File: src/rtl/bwp_pkg.sv
package bwp_pkg;

  typedef enum logic [1:0] {
    WID_NONE = 2'd0,
    WID_8    = 2'd1,
    WID_16   = 2'd2,
    WID_32   = 2'd3
  } wid_e;

  localparam logic [7:0] CODE_W8  = 8'h08;
  localparam logic [7:0] CODE_W16 = 8'h10;
  localparam logic [7:0] CODE_W32 = 8'h20;

  // Map the low byte of the first location to a piece width.
  function automatic wid_e decode_code(input logic [7:0] code);
    wid_e w;
    case (code)
      CODE_W8:  w = WID_8;
      CODE_W16: w = WID_16;
      CODE_W32: w = WID_32;
      default:  w = WID_NONE;
    endcase
    return w;
  endfunction

  // Index of the final piece of a word for a given width.
  function automatic logic [1:0] last_index(input wid_e w);
    logic [1:0] n;
    case (w)
      WID_8:   n = 2'd3;
      WID_16:  n = 2'd1;
      default: n = 2'd0;
    endcase
    return n;
  endfunction

  // Drop one piece into its lane of the partial word.
  function automatic logic [31:0] merge_piece(input logic [31:0] acc,
                                              input wid_e        w,
                                              input logic [1:0]  idx,
                                              input logic [31:0] d);
    logic [31:0] r;
    r = acc;
    case (w)
      WID_8:   r[{idx, 3'b000} +: 8]     = d[7:0];
      WID_16:  r[{idx[0], 4'b0000} +: 16] = d[15:0];
      WID_32:  r = d;
      default: r = acc;
    endcase
    return r;
  endfunction

endpackage

File: src/rtl/bwp_addr_gen.sv
module bwp_addr_gen #(
  parameter int ADDR_W = 16
) (
  input  logic              clk,
  input  logic              rst,
  input  logic              load,
  input  logic [ADDR_W-1:0] base,
  input  logic              step,
  output logic [ADDR_W-1:0] addr
);

  always_ff @(posedge clk) begin
    if (rst) begin
      addr <= '0;
    end else if (load) begin
      addr <= base;
    end else if (step) begin
      addr <= addr + 1'b1;
    end
  end

  // every accepted response moves the read pointer by one location
  p_addr_step_r8: assert property (@(posedge clk) disable iff (rst)
    (step && !load) |=> (addr == $past(addr) + 1'b1));

  // a new load starts at the base address
  p_addr_load_r8: assert property (@(posedge clk) disable iff (rst)
    load |=> (addr == $past(base)));

endmodule

File: src/rtl/bwp_assembler.sv
module bwp_assembler
  import bwp_pkg::*;
(
  input  logic        clk,
  input  logic        rst,
  input  logic        clear,
  input  logic        hdr_load,
  input  logic        piece_load,
  input  logic [31:0] rdata,
  output logic        hdr_ok,
  output logic        last_piece,
  output logic [31:0] word,
  output wid_e        width
);

  wid_e       code_wid;
  logic [1:0] piece_idx;
  logic [1:0] piece_lim;

  assign code_wid   = decode_code(rdata[7:0]);
  assign hdr_ok     = (code_wid != WID_NONE);
  assign piece_lim  = last_index(width);
  assign last_piece = (piece_idx == piece_lim);

  always_ff @(posedge clk) begin
    if (rst || clear) begin
      width     <= WID_NONE;
      piece_idx <= '0;
      word      <= '0;
    end else if (hdr_load) begin
      if (hdr_ok) begin
        width <= code_wid;
      end
    end else if (piece_load) begin
      word      <= merge_piece(word, width, piece_idx, rdata);
      piece_idx <= last_piece ? 2'd0 : piece_idx + 2'd1;
    end
  end

  // the piece index never passes the last lane of the chosen width
  p_idx_range_r2: assert property (@(posedge clk) disable iff (rst)
    piece_idx <= piece_lim);

  // the width changes only when a code is read or a load restarts
  p_width_hold_r1: assert property (@(posedge clk) disable iff (rst)
    (!hdr_load && !clear) |=> $stable(width));

  // pieces are only collected once a width is known
  p_piece_needs_width_r6: assert property (@(posedge clk) disable iff (rst)
    piece_load |-> (width != WID_NONE));

endmodule

File: src/rtl/bwp_ctrl.sv
module bwp_ctrl #(
  parameter int CNT_W = 12
) (
  input  logic             clk,
  input  logic             rst,
  input  logic             start,
  input  logic [CNT_W-1:0] word_count,
  input  logic             rvalid,
  input  logic             hdr_ok,
  input  logic             last_piece,
  input  logic             out_ready,
  output logic             rd_req,
  output logic             out_valid,
  output logic             done,
  output logic             err,
  output logic             load_go,
  output logic             hdr_accept,
  output logic             piece_accept
);

  typedef enum logic [1:0] {ST_IDLE, ST_REQ, ST_WAIT, ST_SEND} st_e;

  st_e              state;
  logic             is_hdr;
  logic [CNT_W-1:0] words_left;
  logic             resp;
  logic             handoff;
  logic             final_word;

  assign rd_req       = (state == ST_REQ);
  assign out_valid    = (state == ST_SEND);
  assign load_go      = (state == ST_IDLE) && start;
  assign resp         = (state == ST_WAIT) && rvalid;
  assign hdr_accept   = resp && is_hdr;
  assign piece_accept = resp && !is_hdr;
  assign handoff      = out_valid && out_ready;
  assign final_word   = (words_left == {{(CNT_W-1){1'b0}}, 1'b1});

  always_ff @(posedge clk) begin
    if (rst) begin
      state      <= ST_IDLE;
      is_hdr     <= 1'b0;
      words_left <= '0;
      done       <= 1'b0;
      err        <= 1'b0;
    end else begin
      case (state)
        ST_IDLE: begin
          if (start) begin
            is_hdr     <= 1'b1;
            words_left <= word_count;
            done       <= 1'b0;
            err        <= 1'b0;
            state      <= ST_REQ;
          end
        end
        ST_REQ: state <= ST_WAIT;
        ST_WAIT: begin
          if (rvalid) begin
            if (is_hdr) begin
              is_hdr <= 1'b0;
              if (!hdr_ok) begin
                err   <= 1'b1;
                state <= ST_IDLE;
              end else if (words_left == '0) begin
                done  <= 1'b1;
                state <= ST_IDLE;
              end else begin
                state <= ST_REQ;
              end
            end else begin
              state <= last_piece ? ST_SEND : ST_REQ;
            end
          end
        end
        ST_SEND: begin
          if (out_ready) begin
            words_left <= words_left - 1'b1;
            if (final_word) begin
              done  <= 1'b1;
              state <= ST_IDLE;
            end else begin
              state <= ST_REQ;
            end
          end
        end
        default: state <= ST_IDLE;
      endcase
    end
  end

  // after a bad code no read goes out until a new start
  p_err_quiet_r7: assert property (@(posedge clk) disable iff (rst)
    (err && !start) |=> !rd_req);

  // the two end flags never coexist
  p_flags_excl_r7: assert property (@(posedge clk) disable iff (rst)
    !(done && err));

  // a stalled word keeps being offered
  p_valid_hold_r9: assert property (@(posedge clk) disable iff (rst)
    (out_valid && !out_ready) |=> out_valid);

  // accepting the final word ends the load
  p_last_done_r10: assert property (@(posedge clk) disable iff (rst)
    (handoff && final_word) |=> (done && !rd_req && !out_valid));

endmodule

File: src/rtl/boot_width_packer.sv
module boot_width_packer
  import bwp_pkg::*;
#(
  parameter int ADDR_W = 16,
  parameter int CNT_W  = 12
) (
  input  logic              clk,
  input  logic              rst,
  input  logic              start,
  input  logic [ADDR_W-1:0] base_addr,
  input  logic [CNT_W-1:0]  word_count,
  output logic              rd_req,
  output logic [ADDR_W-1:0] rd_addr,
  input  logic              rd_rvalid,
  input  logic [31:0]       rd_rdata,
  output logic              out_valid,
  input  logic              out_ready,
  output logic [31:0]       out_data,
  output logic              done,
  output logic              err
);

  logic load_go;
  logic hdr_accept;
  logic piece_accept;
  logic hdr_ok;
  logic last_piece;
  logic addr_step;
  wid_e width;

  assign addr_step = hdr_accept || piece_accept;

  bwp_ctrl #(.CNT_W(CNT_W)) ctrl_i (
    .clk          (clk),
    .rst          (rst),
    .start        (start),
    .word_count   (word_count),
    .rvalid       (rd_rvalid),
    .hdr_ok       (hdr_ok),
    .last_piece   (last_piece),
    .out_ready    (out_ready),
    .rd_req       (rd_req),
    .out_valid    (out_valid),
    .done         (done),
    .err          (err),
    .load_go      (load_go),
    .hdr_accept   (hdr_accept),
    .piece_accept (piece_accept)
  );

  bwp_addr_gen #(.ADDR_W(ADDR_W)) addr_i (
    .clk  (clk),
    .rst  (rst),
    .load (load_go),
    .base (base_addr),
    .step (addr_step),
    .addr (rd_addr)
  );

  bwp_assembler asm_i (
    .clk        (clk),
    .rst        (rst),
    .clear      (load_go),
    .hdr_load   (hdr_accept),
    .piece_load (piece_accept),
    .rdata      (rd_rdata),
    .hdr_ok     (hdr_ok),
    .last_piece (last_piece),
    .word       (out_data),
    .width      (width)
  );

  // the offered word does not change while it waits
  p_data_hold_r9: assert property (@(posedge clk) disable iff (rst)
    (out_valid && !out_ready) |=> $stable(out_data));

  // no read is issued while a word is being offered
  p_no_read_in_send_r9: assert property (@(posedge clk) disable iff (rst)
    out_valid |-> !rd_req);

  // a word is only offered once a width has been chosen
  p_valid_needs_width_r6: assert property (@(posedge clk) disable iff (rst)
    out_valid |-> (width != WID_NONE));

endmodule

File: config.mk
export PLATFORM = sky130hd
export DESIGN_NAME = boot_width_packer
export DESIGN_NICKNAME = d
export VERILOG_FILES = /design/src/rtl/bwp_pkg.sv /design/src/rtl/bwp_addr_gen.sv /design/src/rtl/bwp_assembler.sv /design/src/rtl/bwp_ctrl.sv /design/src/rtl/boot_width_packer.sv
export SDC_FILE = /design/constraint.sdc
export NUM_CORES = 1
export LEC_CHECK = 0
export CAP_MARGIN = 40
export CORE_ASPECT_RATIO = 1.75
export CORE_MARGIN = 2
export CORE_UTILIZATION = 44
export CTS_CLUSTER_DIAMETER = 100
export DETAILED_ROUTE_END_ITERATION = 10
export PLACE_DENSITY = 0.78
export SLEW_MARGIN = 20
export SYNTH_ARGS = -nofsm -noshare
export SYNTH_HDL_FRONTEND = slang
export SYNTH_SLANG_ARGS = --single-unit
File: constraint.sdc
create_clock -name clk -period 2 [get_ports clk]
set_input_delay 0.3 -clock clk [delete_from_list [all_inputs] [get_ports clk]]
set_output_delay 0.3 -clock clk [all_outputs]
set_load 0.01 [all_outputs]
==> metrics, run 1 <==
status finished clean; Synth cell types 63; startpoint types flop; synthesis-to-finish area growth 49.23%; Die H approximately 130 um; worst reg2reg path depth 7; flops & latches, synth 69; Ys Warns 0; latest clock arrival within the worst-skew pair 330 ps; Overall Power 0.004268 W; CP arrival 1640 ps; worst-margin pin slew 521.2 ps; max_slew headroom roughly 65%; initial antenna violation count 0; Syn Nets 571; final routed DRC violation total 0; most frequent cells in the layout clkdlybuf4s50_1 (115), dfxtp_1 (66), nor2_1 (54); final instance area ~6000 um2; # rows 46; Post-synth ARST share 0%; Die X 76.58 um; Leak 2.153 nW; Fillers 763; HPWL after detailed placement ~9700 um; CTS Root Cell clkbuf_16; fin nets 715; setup bufs post-CTS 0; pin count of the biggest net entering global routing 31; hold path cells 2; biggest area consumer among synthesized cells dfxtp_1; drt via density 5.903; CP Max Fanout 11; crit path launch ctrl_i.state[0]; Synth area leaders dfxtp_1 (34%), nor2_1 (5.0%), ha_1 (4.0%); GRT overflow 0; PwrDens 705.1 nW/um2; Mapped Area approximately 4100 um2; max-cap violations 0; reg2reg setup slack ~80 ps; WL final 13,090 um; clock tree from TritonCTS yes; antenna viol nets, final 0; most common cell after layout, fill and taps aside clkdlybuf4s50_1; Synth top area share 34.05%; Post-Synthesis Cells approximately 490; die area 10,030 um2; worst vdd ir 628.0 uV; DR iter-0 viols between 200 and 300; DR WL/cell 17.18 um; fin crit share between 90% and 100%; clock-pin slew on the worst setup and hold paths 60 ps; Antenna Cells 0; post-synthesis sequential area ratio 34.05%; initial core utilization ~45%; global-route wire length before repair 21,480 um; CTS max path bufs 2; vias in the first global route 4,497; GPL Wtd Cong 0.9408; DP Area 5628 um2; EDFF count, synth 0; layout cell share with drive strength beyond 1 14.64%; upper clock frequency limit slightly above 500 MHz; CTS H-Tree Depth 3; area of the multi-input gates 2511 um2; Hold Vio Cnt, Final 0; Critical Path End Type output port; syn_area_per_cell between 8 and 9 um2; Pins Over Slew Limit 0; WS Path Type reg2out; worst r2r src asm_i.width[0]; All-Layer GR Usage 26.56%; RSZ-0062 raised after global routing true; CTS buffer count 9; fin crit period 1941 ps; worst min path class reg2reg; DRT Pass-1 Iters 5; final setup fails 0; Layout Skew 5.035 ps; Std-Cell Core Area between 9000 and 10,000 um2; Critical Path RT ~1700 ps; storage element area 1388 um2; total number of vias 4,498; # IOs 117; # clock sinks 69; Main synth FF type dfxtp_1; IO Port Bufs between 100 and 150
what timing repair did:
item / CTS / global route
resized for setup: 5 / 11
pin swaps: 0 / 1
endpoints found under the setup margin: 12 / 29
hold buffers: 0 / 0
Yosys cell counts, types with 3 or more instances:
master / instances
nor3_1: 6
or3_1: 5
buf_1: 9
and2_1: 4
a211oi_1: 14
xnor2_1: 4
a32oi_1: 10
o21a_1: 3
inv_1: 13
a311oi_1: 6
o32ai_1: 3
o31ai_1: 14
clkbuf_1: 19
a21boi_0: 10
ha_1: 13
a22oi_1: 10
nor2_1: 54
a32o_1: 8
nor4_1: 4
nand2b_1: 8
o21ai_0: 19
a21oi_1: 26
buf_2: 8
dfxtp_1: 69
and3_1: 3
a22o_1: 8
nand4_1: 6
xor2_1: 7
o22ai_1: 3
o211ai_1: 4
a2bb2oi_1: 8
nand3_1: 23
or4_1: 6
a31oi_1: 12
nand2_1: 34
nor2b_1: 4
logic make-up (layout without fill, tap and decap cells):
family	after synthesis	count (layout)	synth area share, %
buffers and inverters	51	200	5.151
DFF	69	69	34.05
AOI/OAI and AO/OA	173	173	31.40
and+or+nand+nor	174	174	22.52
xor gates and xnor gates	11	11	2.375
adders and majority gates	13	13	4.010
muxes	2	2	0.4935
worst max-delay path: stages (launching register included):
cell             delay [ps]
dfxtp_1                 390
buf_6                   170
nor2b_1                 180
clkdlybuf4s50_1         560
through the flow:
stage | instances | setup slack (ps) | hold WS, ps | utilization, % | TNS [ps]
2_1_floorplan | 493 | 5.452 | 425.7 | - | 0
3_3_place_gp | 746 | -206.1 | 442.8 | 62.28 | -3634
3_5_place_dp | 746 | -241.3 | 454.4 | 62.28 | -5163
4_1_cts | 762 | 2.295 | 462.2 | 66.49 | 0
5_1_grt | 762 | -32.59 | 493.1 | 66.99 | -64.64
6_report | 762 | 58.99 | 463.8 | 66.99 | 0
worst max-delay path by stage:
| stage | end | slack (ps) | cells past startpoint |
|---|---|---|---|
| finish | rd_req | 60 | 3 |
| global route | flop | -30 | 7 |
| CTS | flop | 2 | 7 |
| detailed placement | flop | -240 | 5 |
| global placement | flop | -210 | 5 |
| floorplan | flop | 5 | 8 |
where the power goes:
group / switching (W) / leakage, nW / internal, W / total (W)
clock: 0.000596 / 0.174 / 0.00127 / 0.00187
combinational: 0.000426 / 1.42 / 0.000429 / 0.000855
sequential: 0.0000932 / 0.564 / 0.00145 / 0.00155
metal layers:
metal,track usage (%),vias to the layer above,routed length (um)
li1,-,2162,-
met1,26.67,2134,4691
met2,51.90,159,7286
met3,5.701,43,601
met4,12.41,0,511
met5,0,-,0
cell type report:
| class | instances | share of cell area (%) |
|---|---|---|
| clock buffers | 14 | 4.878 |
| flip-flops and latches | 69 | 22.92 |
| repair buffers | 171 | 26.44 |
| well taps | 120 | 2.480 |
| clock inverters | 2 | 0.9921 |
| multi-input cells | 373 | 41.48 |
| inverters | 13 | 0.8061 |
No activity file was read; power rests on OpenSTA's default activity.
==> inputs of run 2 (changes only) <==
--- a/config.mk
+++ b/config.mk
@@ -11,6 +11,7 @@
 export CORE_UTILIZATION = 44
 export CTS_CLUSTER_DIAMETER = 100
 export DETAILED_ROUTE_END_ITERATION = 10
+export MAX_ROUTING_LAYER = met4
 export PLACE_DENSITY = 0.78
 export SLEW_MARGIN = 20
 export SYNTH_ARGS = -nofsm -noshare
==> run 2 against run 1 <==
  * Critical path depth grew 1
  * Wire length shrank 3.0%
  * Global-route usage shrank 0.089 points
==> metrics, run 2 (synthesized netlist as in run 1, its figures left out) <==
antenna viol nets, final 0; Leak 2.113 nW; initial antenna violation count 0; Critical Path RT 1700 ps; initial core utilization 44.89%; Overall Power between 0.003 and 0.004 W; total number of vias 4,485; status finished clean; # hold bufs at CTS 0; most frequent cells in the layout clkdlybuf4s50_1 (115), dfxtp_1 (66), nor2_1 (54); # clock sinks 69; max-cap violations 0; worst reg2reg path depth 8; CP Max Fanout 11; CTS Root Cell clkbuf_16; # rows 46; cells along the critical path buf_6, nand2_1, inv_1, clkdlybuf4s50_1; fin nets 715; Std-Cell Core Area 9036 um2; Hold Vio Cnt, Final 0; Critical Path End Type output port; WP depth 4; IO Port Bufs roughly 120; CP endpoint out_valid; clock-pin slew on the worst setup and hold paths 60 ps; upper clock frequency limit 511.5 MHz; drt via density between 5 and 6; worst r2r src asm_i.piece_idx[0]; CTS buffer count 9; Finished Core Util 66.01%; CP arrival 1660 ps; synthesis-to-finish area growth 47.04%; # IOs ~120; max_slew headroom 66.21%; layout cell share with drive strength beyond 1 14.49%; All-Layer GR Usage 26.47%; Critical path buffers and inverters 3; final routed DRC violation total 0; GRT overflow 0; HPWL after detailed placement roughly 9700 um; startpoint types flop; CTS H-Tree Depth 3; Crit-path slowest cell clkdlybuf4s50_1; Antenna Cells 0; Fillers 784; WL final 12,700 um; Layout Skew 4.928 ps; Pins Over Slew Limit 0; worst setup margin 44.81 ps; Die H 131.0 um; CTS max path bufs 2; GPL Wtd Cong roughly 0.96; pin count of the biggest net entering global routing 31; DRT Pass-1 Iters 5; worst min path class reg2reg; clock tree from TritonCTS yes; setup bufs post-CTS 0; most common cell after layout, fill and taps aside clkdlybuf4s50_1; WS Path Type reg2out; latest clock arrival within the worst-skew pair 330 ps; die area 10,030 um2; worst vdd ir 470.1 uV; PwrDens 660.5 nW/um2; crit-path max cell delay about 550 ps; fin crit period between 1500 and 2000 ps; worst-margin pin slew 505.8 ps; fin crit share between 90% and 100%; DR WL/cell between 15 and 20 um; crit path launch ctrl_i.state[0]; DR iter-0 viols 230; worst slack, placed -302.8 ps; CP top delay family buffers and inverters; final setup fails 0; non-filler cells in the finished layout 762; vias in the first global route 4,415; Placed Cells 746; setup_tns 0 ps; Die X 76.58 um; global-route wire length before repair 20,800 um; reg2reg setup slack 90 ps
run 2: report_power, final:
group,internal [W],switching (W)
clock network,0.000964,0.000583
logic,0.000429,0.000414
registers,0.00145,0.0000945
run 2: timing repair:
item,CTS,global route
endpoints found under the setup margin,10,28
gates resized for setup,4,10
pin swaps,0,1
run 2: worst min-delay path by stage:
stage	from	endpoint	slack (ps)	depth (start not counted)
global placement	flop	flop	440	2
detailed placement	flop	flop	450	2
finish	flop	flop	460	2
floorplan	rd_rdata[0]	flop	430	1
CTS	flop	flop	460	2
global route	flop	flop	480	2
run 2: through the flow:
stage / area, um2 / hold WS [ps]
after CTS: 5929 / 455.5
after detailed placement: 5628 / 447.5
after global routing: 5964 / 480.1
after global placement: 5628 / 443.6
after floorplan: 4073 / 425.7
final: 5964 / 457.4
run 2: worst register-to-register path, cell delays in order (launching register included):
cell	delay, ps
dfxtp_4	340
inv_2	30
buf_4	130
ha_1	340
and3b_1	230
o21ai_1	90
a2111oi_4	350
buf_4	210
a22o_1	130
run 2: routing by layer:
layer / vias to the layer above / share of wire, % / wire (um) / GRT usage [%]
met5: - / 0 / 0 / -
met4: 0 / 4.7 / 591 / 15.51
met3: 50 / 4.5 / 574 / 3.915
met2: 179 / 55 / 6982 / 49.77
met1: 2093 / 36 / 4550 / 25.77
li1: 2163 / - / - / -
run 2: cell type report:
class                      instances  area (um2)  share of cell area (%)
inverter                          13       48.80                  0.8181
clock buffer                      12       236.5                   3.965
tap                              120       150.1                   2.517
clock inverter                     4       48.80                  0.8181
sequential                        69        1388                   23.26
multi-input combinational        373        2505                   42.00
timing repair buffer             171        1588                   26.62
==> inputs of run 3 (changes only) <==
--- a/config.mk
+++ b/config.mk
@@ -13,6 +13,7 @@
 export DETAILED_ROUTE_END_ITERATION = 10
 export MAX_ROUTING_LAYER = met4
 export PLACE_DENSITY = 0.78
+export SETUP_SLACK_MARGIN = 0.02
 export SLEW_MARGIN = 20
 export SYNTH_ARGS = -nofsm -noshare
 export SYNTH_HDL_FRONTEND = slang
==> run 3 against run 2 <==
  * The flow now finishes with violations (negative setup slack)
  * Worst hold slack better by 3.6 ps
  * Clock skew barely moved
  * Power rose by 2.1%
  * Clock-buffer cell count decreased by 1
  * Clock power increased by 5%
  * Die area unchanged
  * Wire length is 0.93% higher
  * Largest power group is now the clock network
  * Worst setup slack got worse by 59 ps
  * Fmax decreased by 2.9%
==> metrics, run 3 (synthesized netlist as in run 1, its figures left out) <==
# clock sinks 69; fin nets 713; fin crit period 2014 ps; Finished Core Util 66.17%; worst-margin pin slew roughly 500 ps; CTS H-Tree Depth 3; # hold bufs at CTS 0; Fillers 778; cells along the critical path inv_2, ha_2, or4b_4, o31ai_1, a22oi_1, nor2_1; Critical Path End Type flop; antenna viol nets, final 0; GPL Wtd Cong around 0.93; worst setup margin -14.35 ps; All-Layer GR Usage 26.55%; final setup fails 1; WS Path Type reg2reg; WL final between 10,000 and 15,000 um; initial core utilization between 40% and 50%; most common cell after layout, fill and taps aside clkdlybuf4s50_1; reg2reg setup slack -10 ps; Overall Power slightly above 0.004 W; PwrDens 672.3 nW/um2; DR WL/cell 16.89 um; Die X about 77 um; crit-path max cell delay 610 ps; upper clock frequency limit 496.4 MHz; CTS max path bufs 2; switching share of total power 27.54%; WP depth 6; pin count of the biggest net entering global routing 31; met1 WL between 4000 and 5000 um; Std-Cell Core Area about 9000 um2; clock-pin slew on the worst setup and hold paths 60 ps; vias in the first global route 4,421; top layer in use met4; HPWL after detailed placement 9740 um; worst vdd ir ~490 uV; Die H between 100 and 150 um; CTS Root Cell clkbuf_16; status finished with violations; IO Port Bufs 116; CP Max Fanout 9; max-cap violations 0; Critical path buffers and inverters 1; latest clock arrival within the worst-skew pair 340 ps; max_slew headroom about two thirds; # IOs 117; startpoint types flop; worst r2r src asm_i.piece_idx[0]; internal power 0.002913 W; GRT overflow 0; Leak roughly 2.1 nW; initial antenna violation count 0; fin crit share 100.7%; worst reg2reg path depth 6; combinational share of power 21.3%; Hold Vio Cnt, Final 0; Met3 Wirelength around 560 um; die area 10,030 um2; Layout Skew 5.074 ps; failing checks negative setup slack; hold path cells 2; CTS buffer count 9; Routed met2 length approximately 7000 um; most frequent cells in the layout clkdlybuf4s50_1 (115), dfxtp_1 (67), nor2_1 (54); total number of vias approximately 4,500; Antenna Cells 0; Reg power frac a little under two fifths; DR iter-0 viols 305; CP top delay family simple AND/OR/NAND/NOR gates; Crit-path slowest cell or4b_4; worst min path class reg2reg; NetSw between 0.001 and 0.0015 W; RSZ-0062 raised after global routing true; setup bufs post-CTS 0; drt via density 5.879; DRT Pass-1 Iters 4; Clk network pwr share 40.3%; Critical Path RT 2270 ps; global-route wire length before repair just over 20,000 um; clock tree from TritonCTS yes; final routed DRC violation total 0; Hold Worst Slack around 460 ps; CP arrival around 2300 ps; # rows 46; layout cell share with drive strength beyond 1 14.55%; synthesis-to-finish area growth 47.41%; Pins Over Slew Limit 0
==> run 3: area by class of cell <==
class | count | area, um2 | share of cell area [%]
tap | 120 | 150.1 | 2.511
sequential | 69 | 1389 | 23.23
clock inverter | 4 | 47.55 | 0.7951
inverter | 13 | 48.80 | 0.8161
timing repair buffer | 169 | 1570 | 26.26
multi-input combinational | 373 | 2521 | 42.16
clock buffer | 11 | 252.7 | 4.227
==> run 3: worst register-to-register path, cell delays in order (launching register included) <==
cell	delay [ps]
dfxtp_4	380
inv_2	80
ha_2	220
or4b_4	610
o31ai_1	430
a22oi_1	130
nor2_1	110
==> run 3: how the worst max path moves through the flow <==
| stage | from | endpoint |
|---|---|---|
| final | asm_i.piece_idx[0] | flop |
| after global routing | asm_i.piece_idx[0] | flop |
| after detailed placement | rd_rvalid | addr_i.addr[15] |
| after floorplan | asm_i.piece_idx[0] | flop |
| after global placement | rd_rvalid | addr_i.addr[15] |
| after CTS | asm_i.width[0] | flop |
==> run 3: power groups by stage <==
stage	sequential, W	clock [W]	combinational, W
3_3_place_gp	0.00157	0	0.000830
2_1_floorplan	0.00157	0	0.000398
6_report	0.00154	0.00162	0.000855
3_5_place_dp	0.00157	0	0.000844
5_1_grt	0.00156	0.00171	0.000927
4_1_cts	0.00154	0.00165	0.000849
==> run 3: metal layers <==
layer,global-route usage [%],vias up
met5,-,-
met4,16.04,0
met3,4.739,46
met2,48.67,167
met1,26.14,2089
li1,-,2160
==> run 3: stage by stage <==
step                      setup TNS, ps  instance area [um2]  std cells  worst slack, ps
after global placement            -3109                 5632        744           -180.9
after floorplan                       0                 4079        493            68.22
after global routing             -45.36                 5979        759           -30.66
after CTS                             0                 5931        759            33.34
final                            -14.35                 5979        759           -14.35
after detailed placement          -5202                 5632        744           -246.3
==> run 3: what timing repair did <==
item / 4_1_cts / 5_1_grt
gates resized for setup: 1 / 8
endpoints found under the setup margin: 1 / 26
hold endpoints to repair: 0 / 0
gates cloned: 0 / 0
